[src/rtl/irq_ra_pkg.sv]
package irq_ra_pkg;

  typedef enum logic {
    TRIG_EDGE  = 1'b0,
    TRIG_LEVEL = 1'b1
  } trig_e;

  // Effective pin level after polarity inversion.
  function automatic logic eff_level(input logic raw, input logic pol);
    return raw ^ pol;
  endfunction

endpackage

[src/rtl/irq_ra_level_track.sv]
module irq_ra_level_track
  import irq_ra_pkg::*;
#(
  parameter int NPINS = 8
) (
  input  logic             clk,
  input  logic             rst_n,
  input  logic [NPINS-1:0] pin_raw,
  input  logic [NPINS-1:0] cfg_polarity,
  input  logic [NPINS-1:0] cfg_level,
  input  logic [NPINS-1:0] cfg_mask,
  input  logic [NPINS-1:0] in_service,
  input  logic [NPINS-1:0] take,
  output logic [NPINS-1:0] pending,
  output logic [NPINS-1:0] svc_trig
);

  logic [NPINS-1:0] eff;
  logic [NPINS-1:0] eff_q;
  logic [NPINS-1:0] rise;
  logic [NPINS-1:0] pending_n;

  for (genvar i = 0; i < NPINS; i++) begin : g_pin
    assign eff[i]  = eff_level(pin_raw[i], cfg_polarity[i]);
    assign rise[i] = eff[i] & ~eff_q[i];

    // Edge pins: rise from a cleared pending bit always counts as a change.
    assign svc_trig[i] = rise[i] & ~cfg_mask[i] &
                         ((cfg_level[i] == TRIG_EDGE) ? ~pending[i] | ~in_service[i]
                                                      : ~in_service[i]);

    always_comb begin
      pending_n[i] = pending[i];
      if (!eff[i]) begin
        pending_n[i] = 1'b0;
      end else if (rise[i]) begin
        // A masked edge pin is serviced at once without delivery.
        pending_n[i] = ~((cfg_level[i] == TRIG_EDGE) & cfg_mask[i]);
      end else if (take[i] && (cfg_level[i] == TRIG_EDGE)) begin
        pending_n[i] = 1'b0;
      end
    end
  end

  always_ff @(posedge clk or negedge rst_n) begin
    if (!rst_n) begin
      eff_q   <= '0;
      pending <= '0;
    end else begin
      eff_q   <= eff;
      pending <= pending_n;
    end
  end

endmodule

[src/rtl/irq_ra_svc_queue.sv]
module irq_ra_svc_queue #(
  parameter int NPINS = 8,
  parameter int VEC_W = 8,
  localparam int PIN_W = (NPINS > 1) ? $clog2(NPINS) : 1
) (
  input  logic               clk,
  input  logic               rst_n,
  input  logic [NPINS-1:0]   cfg_level,
  input  logic [NPINS-1:0]   cfg_mask,
  input  logic [NPINS*VEC_W-1:0] cfg_vector,
  input  logic [NPINS-1:0]   svc_trig,
  input  logic [NPINS-1:0]   retrig,
  output logic [NPINS-1:0]   take,
  output logic [NPINS-1:0]   res_set,
  output logic               dlv_valid,
  input  logic               dlv_ready,
  output logic [PIN_W-1:0]   dlv_pin,
  output logic [VEC_W-1:0]   dlv_vector,
  output logic               dlv_level,
  input  logic               dlv_done,
  input  logic               dlv_hit
);

  logic [NPINS-1:0] req;
  logic [NPINS-1:0] req_n;
  logic [NPINS-1:0] sel_oh;
  logic [PIN_W-1:0] sel;
  logic [PIN_W-1:0] infl;
  logic             busy;
  logic             busy_n;
  logic             any;
  logic             hs;
  logic             infl_en;

  // Lowest-numbered requester wins.
  always_comb begin
    sel = '0;
    for (int i = NPINS - 1; i >= 0; i--) begin
      if (req[i]) sel = PIN_W'(i);
    end
  end

  assign any    = |req;
  assign sel_oh = req & (~req + NPINS'(1));

  assign dlv_valid  = ~busy & any & ~cfg_mask[sel];
  assign dlv_pin    = sel;
  assign dlv_vector = cfg_vector[sel*VEC_W +: VEC_W];
  assign dlv_level  = cfg_level[sel];

  assign hs      = dlv_valid & dlv_ready;
  assign infl_en = hs;
  assign take    = (~busy & any & (cfg_mask[sel] | dlv_ready)) ? sel_oh : '0;

  assign res_set = (busy & dlv_done & dlv_hit) ? ((NPINS'(1) << infl) & cfg_level) : '0;

  always_comb begin
    req_n  = (req & ~take) | svc_trig | retrig;
    busy_n = busy;
    if (hs) begin
      busy_n = 1'b1;
    end else if (busy && dlv_done) begin
      busy_n = 1'b0;
    end
  end

  always_ff @(posedge clk or negedge rst_n) begin
    if (!rst_n) begin
      req  <= '0;
      busy <= 1'b0;
    end else begin
      req  <= req_n;
      busy <= busy_n;
    end
  end

  always_ff @(posedge clk or negedge rst_n) begin
    if (!rst_n) begin
      infl <= '0;
    end else if (infl_en) begin
      infl <= sel;
    end
  end

endmodule

[src/rtl/irq_ra_ack_track.sv]
module irq_ra_ack_track #(
  parameter int NPINS = 8,
  parameter int VEC_W = 8
) (
  input  logic                   clk,
  input  logic                   rst_n,
  input  logic [NPINS-1:0]       cfg_mask,
  input  logic [NPINS*VEC_W-1:0] cfg_vector,
  input  logic [NPINS-1:0]       pending,
  input  logic [NPINS-1:0]       res_set,
  input  logic                   eoi_valid,
  input  logic [VEC_W-1:0]       eoi_vector,
  input  logic                   eoi_level,
  output logic [NPINS-1:0]       in_service,
  output logic [NPINS-1:0]       retrig,
  output logic [NPINS-1:0]       ack_notify
);

  logic [NPINS-1:0] match;
  logic [NPINS-1:0] clr;
  logic [NPINS-1:0] isv_n;
  logic [NPINS-1:0] ack_n;

  for (genvar i = 0; i < NPINS; i++) begin : g_cmp
    assign match[i] = eoi_valid & (cfg_vector[i*VEC_W +: VEC_W] == eoi_vector);
  end

  assign clr    = match & {NPINS{eoi_level}};
  assign retrig = clr & ~cfg_mask & pending;

  always_comb begin
    // A fresh delivery result wins over a simultaneous release.
    isv_n = (in_service & ~clr) | res_set;
    ack_n = match;
  end

  always_ff @(posedge clk or negedge rst_n) begin
    if (!rst_n) begin
      in_service <= '0;
      ack_notify <= '0;
    end else begin
      in_service <= isv_n;
      ack_notify <= ack_n;
    end
  end

endmodule

[src/rtl/irq_req_ack.sv]
module irq_req_ack #(
  parameter int NPINS = 8,
  parameter int VEC_W = 8,
  localparam int PIN_W = (NPINS > 1) ? $clog2(NPINS) : 1
) (
  input  logic                   clk,
  input  logic                   rst_n,
  input  logic [NPINS-1:0]       pin_raw,
  input  logic [NPINS-1:0]       cfg_polarity,
  input  logic [NPINS-1:0]       cfg_level,
  input  logic [NPINS-1:0]       cfg_mask,
  input  logic [NPINS*VEC_W-1:0] cfg_vector,
  output logic                   dlv_valid,
  input  logic                   dlv_ready,
  output logic [PIN_W-1:0]       dlv_pin,
  output logic [VEC_W-1:0]       dlv_vector,
  output logic                   dlv_level,
  input  logic                   dlv_done,
  input  logic                   dlv_hit,
  input  logic                   eoi_valid,
  input  logic [VEC_W-1:0]       eoi_vector,
  input  logic                   eoi_level,
  output logic [NPINS-1:0]       ack_notify,
  output logic [NPINS-1:0]       pin_pending,
  output logic [NPINS-1:0]       pin_in_service
);

  logic [NPINS-1:0] take;
  logic [NPINS-1:0] svc_trig;
  logic [NPINS-1:0] retrig;
  logic [NPINS-1:0] res_set;

  irq_ra_level_track #(.NPINS(NPINS)) u_lvl (
    .clk          (clk),
    .rst_n        (rst_n),
    .pin_raw      (pin_raw),
    .cfg_polarity (cfg_polarity),
    .cfg_level    (cfg_level),
    .cfg_mask     (cfg_mask),
    .in_service   (pin_in_service),
    .take         (take),
    .pending      (pin_pending),
    .svc_trig     (svc_trig)
  );

  irq_ra_svc_queue #(.NPINS(NPINS), .VEC_W(VEC_W)) u_q (
    .clk        (clk),
    .rst_n      (rst_n),
    .cfg_level  (cfg_level),
    .cfg_mask   (cfg_mask),
    .cfg_vector (cfg_vector),
    .svc_trig   (svc_trig),
    .retrig     (retrig),
    .take       (take),
    .res_set    (res_set),
    .dlv_valid  (dlv_valid),
    .dlv_ready  (dlv_ready),
    .dlv_pin    (dlv_pin),
    .dlv_vector (dlv_vector),
    .dlv_level  (dlv_level),
    .dlv_done   (dlv_done),
    .dlv_hit    (dlv_hit)
  );

  irq_ra_ack_track #(.NPINS(NPINS), .VEC_W(VEC_W)) u_ack (
    .clk        (clk),
    .rst_n      (rst_n),
    .cfg_mask   (cfg_mask),
    .cfg_vector (cfg_vector),
    .pending    (pin_pending),
    .res_set    (res_set),
    .eoi_valid  (eoi_valid),
    .eoi_vector (eoi_vector),
    .eoi_level  (eoi_level),
    .in_service (pin_in_service),
    .retrig     (retrig),
    .ack_notify (ack_notify)
  );

endmodule

[config.mk]
export PLATFORM = sky130hd
export DESIGN_NAME = irq_req_ack
export DESIGN_NICKNAME = d
export VERILOG_FILES = /design/src/rtl/irq_ra_pkg.sv /design/src/rtl/irq_ra_level_track.sv /design/src/rtl/irq_ra_svc_queue.sv /design/src/rtl/irq_ra_ack_track.sv /design/src/rtl/irq_req_ack.sv
export SDC_FILE = /design/constraint.sdc
export NUM_CORES = 1
export LEC_CHECK = 0
export BUFFER_PORTS_ARGS = -buffer_cell sky130_fd_sc_hd__buf_4
export CAP_MARGIN = 15
export CORE_MARGIN = 3
export CORE_UTILIZATION = 40
export DETAILED_ROUTE_END_ITERATION = 10
export PLACE_DENSITY = 0.7
export SLEW_MARGIN = 20
export SYNTH_ARGS = -nofsm -noshare
export SYNTH_HDL_FRONTEND = slang
export SYNTH_HIERARCHICAL = 1
export SYNTH_SLANG_ARGS = --single-unit
[constraint.sdc]
create_clock -name clk -period 3.21 [get_ports clk]
set_input_delay 0.4815 -clock clk [delete_from_list [all_inputs] [get_ports clk]]
set_output_delay 0.4815 -clock clk [all_outputs]
set_load 0.05 [all_outputs]
==> flow_metrics.env <==
export IMPL_grt_pass1_vias=3719
export IMPL_synth_top_cell_by_area="dfrtp_1"
export IMPL_drt_wirelength_per_cell_um=18.8
export IMPL_r2r_start="u_q/req[6]"
export IMPL_reg2reg_to="u_lvl/pending[1]"
export IMPL_end_kind="output port"
export IMPL_drt_vias_per_instance=5.39
export IMPL_antenna_found_initial=0
export IMPL_pre_cts_ws_ps=296
export IMPL_cts_buffers=5
export IMPL_ys_seq_area_share_pct=27.6
export IMPL_ys_seq_elements=44
export IMPL_hold_class="in2async"
export IMPL_dieArea_mm2=0.0112
export IMPL_clockBufferDepth=2
export IMPL_finalHoldViolations=0
export IMPL_wl_um=12800
export IMPL_fin_nets=661
export IMPL_synth_cells=411
export IMPL_synth_area_per_cell_um2=9.70
export IMPL_path_class="reg2out"
export IMPL_place_congestion=0.875
export IMPL_crit_fanout=10
export IMPL_timing_final_crit_share_pct=98.3
export IMPL_slew_headroom_pct=51.2
export IMPL_drt_iter0_markers=212
export IMPL_diodes=0
export IMPL_reg2reg_depth=10
export IMPL_p_per_area_mw_per_mm2=1040
export IMPL_ys_types=49
export IMPL_grt_usage_pct=21.7
export IMPL_start_util_pct=42.1
export IMPL_clk_pin_slew_ps=80
export IMPL_fin_area_mm2=0.00528
export IMPL_cts_sinks=44
export IMPL_grt_max_degree=45
export IMPL_crit_family="multiplexers"
export IMPL_cpMostUsedCell="mux2i_1"
export IMPL_chipWidth_um=106
export IMPL_globalRouteOverflowTotal=0
export IMPL_cp_data_required_time_ps=2730
export IMPL_max_freq_ghz=0.317
export IMPL_drv_slew=0
export IMPL_power_total_w=0.00548
export IMPL_slowest_stage="a2111o_1"
export IMPL_die_h_um=106
export IMPL_place_detailed_hpwl_um=10400
export IMPL_yosys_warnings=6
export IMPL_syn_nets=522
export IMPL_port_buffer_count=147
export IMPL_yosys_top_cells_area="dfrtp_1, xnor2_1, mux2i_1"
export IMPL_run_status="finished, final reports clean"
export IMPL_crit_path_start="u_q/req[6]"
export IMPL_cts_tree="done"
export IMPL_finalCriticalPeriod_ps=3150
export IMPL_p_leak_nw=2.31
export IMPL_clock_latency_ps=290
export IMPL_finalSetupViolations=0
export IMPL_dr_pass1_iters=4
export IMPL_drc=0
export IMPL_drive_gt1_share_pct=37.6
export IMPL_clock_root_buffer="clkbuf_8"
export IMPL_drv_cap=0
export IMPL_ir_drop_mv=0.600
export IMPL_htreeDepth=2
export IMPL_r2r_slack_ps=390
export IMPL_rows=35
export IMPL_grt_pass1_wl_um=19400
export IMPL_vias=3657
export IMPL_crit_chain="nand2b_1 > a2111o_1 > nand2_4 > buf_12 > mux2i_1 > mux2i_1 > mux2_2 > buf_4"
export IMPL_area_growth_pct=32.5
export IMPL_ant_nets=0
export IMPL_skew_ps=5.96
export IMPL_max_stage_delay_ps=540
export IMPL_crit_buf_inv=2
export IMPL_worstSetupStartpointType="flip-flop"
export IMPL_arrival_ps=2670
export IMPL_finalWorstSetupSlack_ps=55.4
export IMPL_syn_cell_area_mm2=0.00399
export IMPL_placedInstanceArea_mm2=0.00513
export IMPL_core_area_mm2=0.00946
export IMPL_netlist_area_leader_share_pct=27.6
export IMPL_worstMarginPinSlew_ps=730
export IMPL_io_pins=148
==> placed cells by master, fill, tap and decap left out, types with 4 or more instances in the layout <==
cell and n:
o21ai_0 17, nor2b_1 4, nor4_1 11, a221oi_2 8, dfrtp_1 42, nor4b_2 8
mux2_2 9, and4_1 4, inv_1 25, o32a_1 8, nor2_1 21, and3_1 10
clkbuf_8 5, nand4_1 16, o21ai_1 4, nor3_1 18, buf_4 151, a31oi_1 4
nand2b_1 10, or2_2 6, mux2i_1 53, xnor2_1 72
==> per-layer routing <==
layer | vias up | GRT usage (%) | part of all wire, %
met5 | - | 0 | 0
met4 | 0 | 2.96 | 0.81
met3 | 13 | 2.57 | 4.9
met2 | 116 | 37.4 | 50
met1 | 1746 | 30.1 | 44
li1 | 1782 | - | -
==> cells in the mapped netlist, drive strengths merged <==
| master | number |
|---|---|
| xnor2 | 72 |
| mux2i | 54 |
| dfrtp | 44 |
| inv | 25 |
| nor2 | 21 |
| o21ai | 21 |
| buf | 19 |
| nor3 | 19 |
| nand4 | 16 |
| nor4 | 12 |
| and3 | 11 |
| mux2 | 11 |
| nand2b | 10 |
| a221oi | 8 |
| nor4b | 8 |
| o32a | 8 |
| or2 | 8 |
| a31oi | 5 |
| and4 | 4 |
| nand2 | 4 |
| nor2b | 4 |
| a2111o | 3 |
| a211oi | 3 |
| a21oi | 3 |
| clkbuf | 3 |
| a41oi | 2 |
| and2 | 2 |
| nand3 | 2 |
| a2111oi | 1 |
| a32o | 1 |
| a32oi | 1 |
| clkinv | 1 |
| nand3b | 1 |
| o211ai | 1 |
| o21a | 1 |
| o31ai | 1 |
| o41ai | 1 |
==> layout make-up <==
class | count | area [µm²]
multi-input cells | 319 | 2640
fillers | 918 | 4180
repair buffers | 154 | 1210
inverters | 26 | 97.6
clock buffers | 6 | 72.6
flip-flops and latches | 44 | 1100
well taps | 129 | 161
clock inverters | 1 | 5.00
==> sequential cells by signal, indices dropped and copies added (netlist names) <==
name / flops
u_q/req: 8
u_ack/in_service: 8
u_ack/ack_notify: 8
u_lvl/pending: 8
u_q/busy: 1
u_q/infl: 3
u_lvl/eff_q: 8
==> worst max path at each step <==
| stage | endpoint | slack (ps) | depth (start not counted) |
|---|---|---|---|
| 2_1_floorplan | dlv_vector[0] | 420 | 8 |
| 3_3_place_gp | dlv_vector[7] | 290 | 8 |
| 3_5_place_dp | dlv_vector[5] | 300 | 8 |
| 4_1_cts | dlv_level | 40 | 8 |
| 5_1_grt | dlv_vector[0] | -60 | 8 |
| 6_report | dlv_vector[4] | 60 | 8 |
==> logic make-up (layout without fill, tap and decap cells) <==
family,count (synthesis),in the layout,share of synthesized area [%]
AO/OA/AOI/OAI,60,60,13.9
AND/OR/NAND/NOR,122,122,19.4
multiplexers,65,65,16.7
XOR/XNOR,72,72,15.8
flip-flops,44,44,27.6
buffers and inverters,48,187,6.56
==> metrics by stage <==
| stage | TNS, ps | util [%] | instances | hold slack [ps] |
|---|---|---|---|---|
| 2_1_floorplan | 0 | - | 411 | 186 |
| 3_3_place_gp | 0 | 54.3 | 669 | 485 |
| 3_5_place_dp | 0 | 54.3 | 669 | 500 |
| 4_1_cts | 0 | 55.4 | 677 | 199 |
| 5_1_grt | -384 | 55.8 | 679 | 223 |
| 6_report | 0 | 55.8 | 679 | 187 |
==> what timing repair did <==
item,in CTS,in global routing
cloned,1,1
hold buffers,0,0
setup buffers,0,1
setup endpoints to repair,3,9
gates resized for setup,0,5
pin swaps,1,1
==> where the power goes <==
group	internal [W]	leakage [nW]	switching, W
logic	0.00172	1.71	0.00253
clock network	0.000148	0.0410	0.000186
registers	0.000692	0.557	0.000214
total	0.00256	2.31	0.00293
No activity file was read; power rests on OpenSTA's default activity.
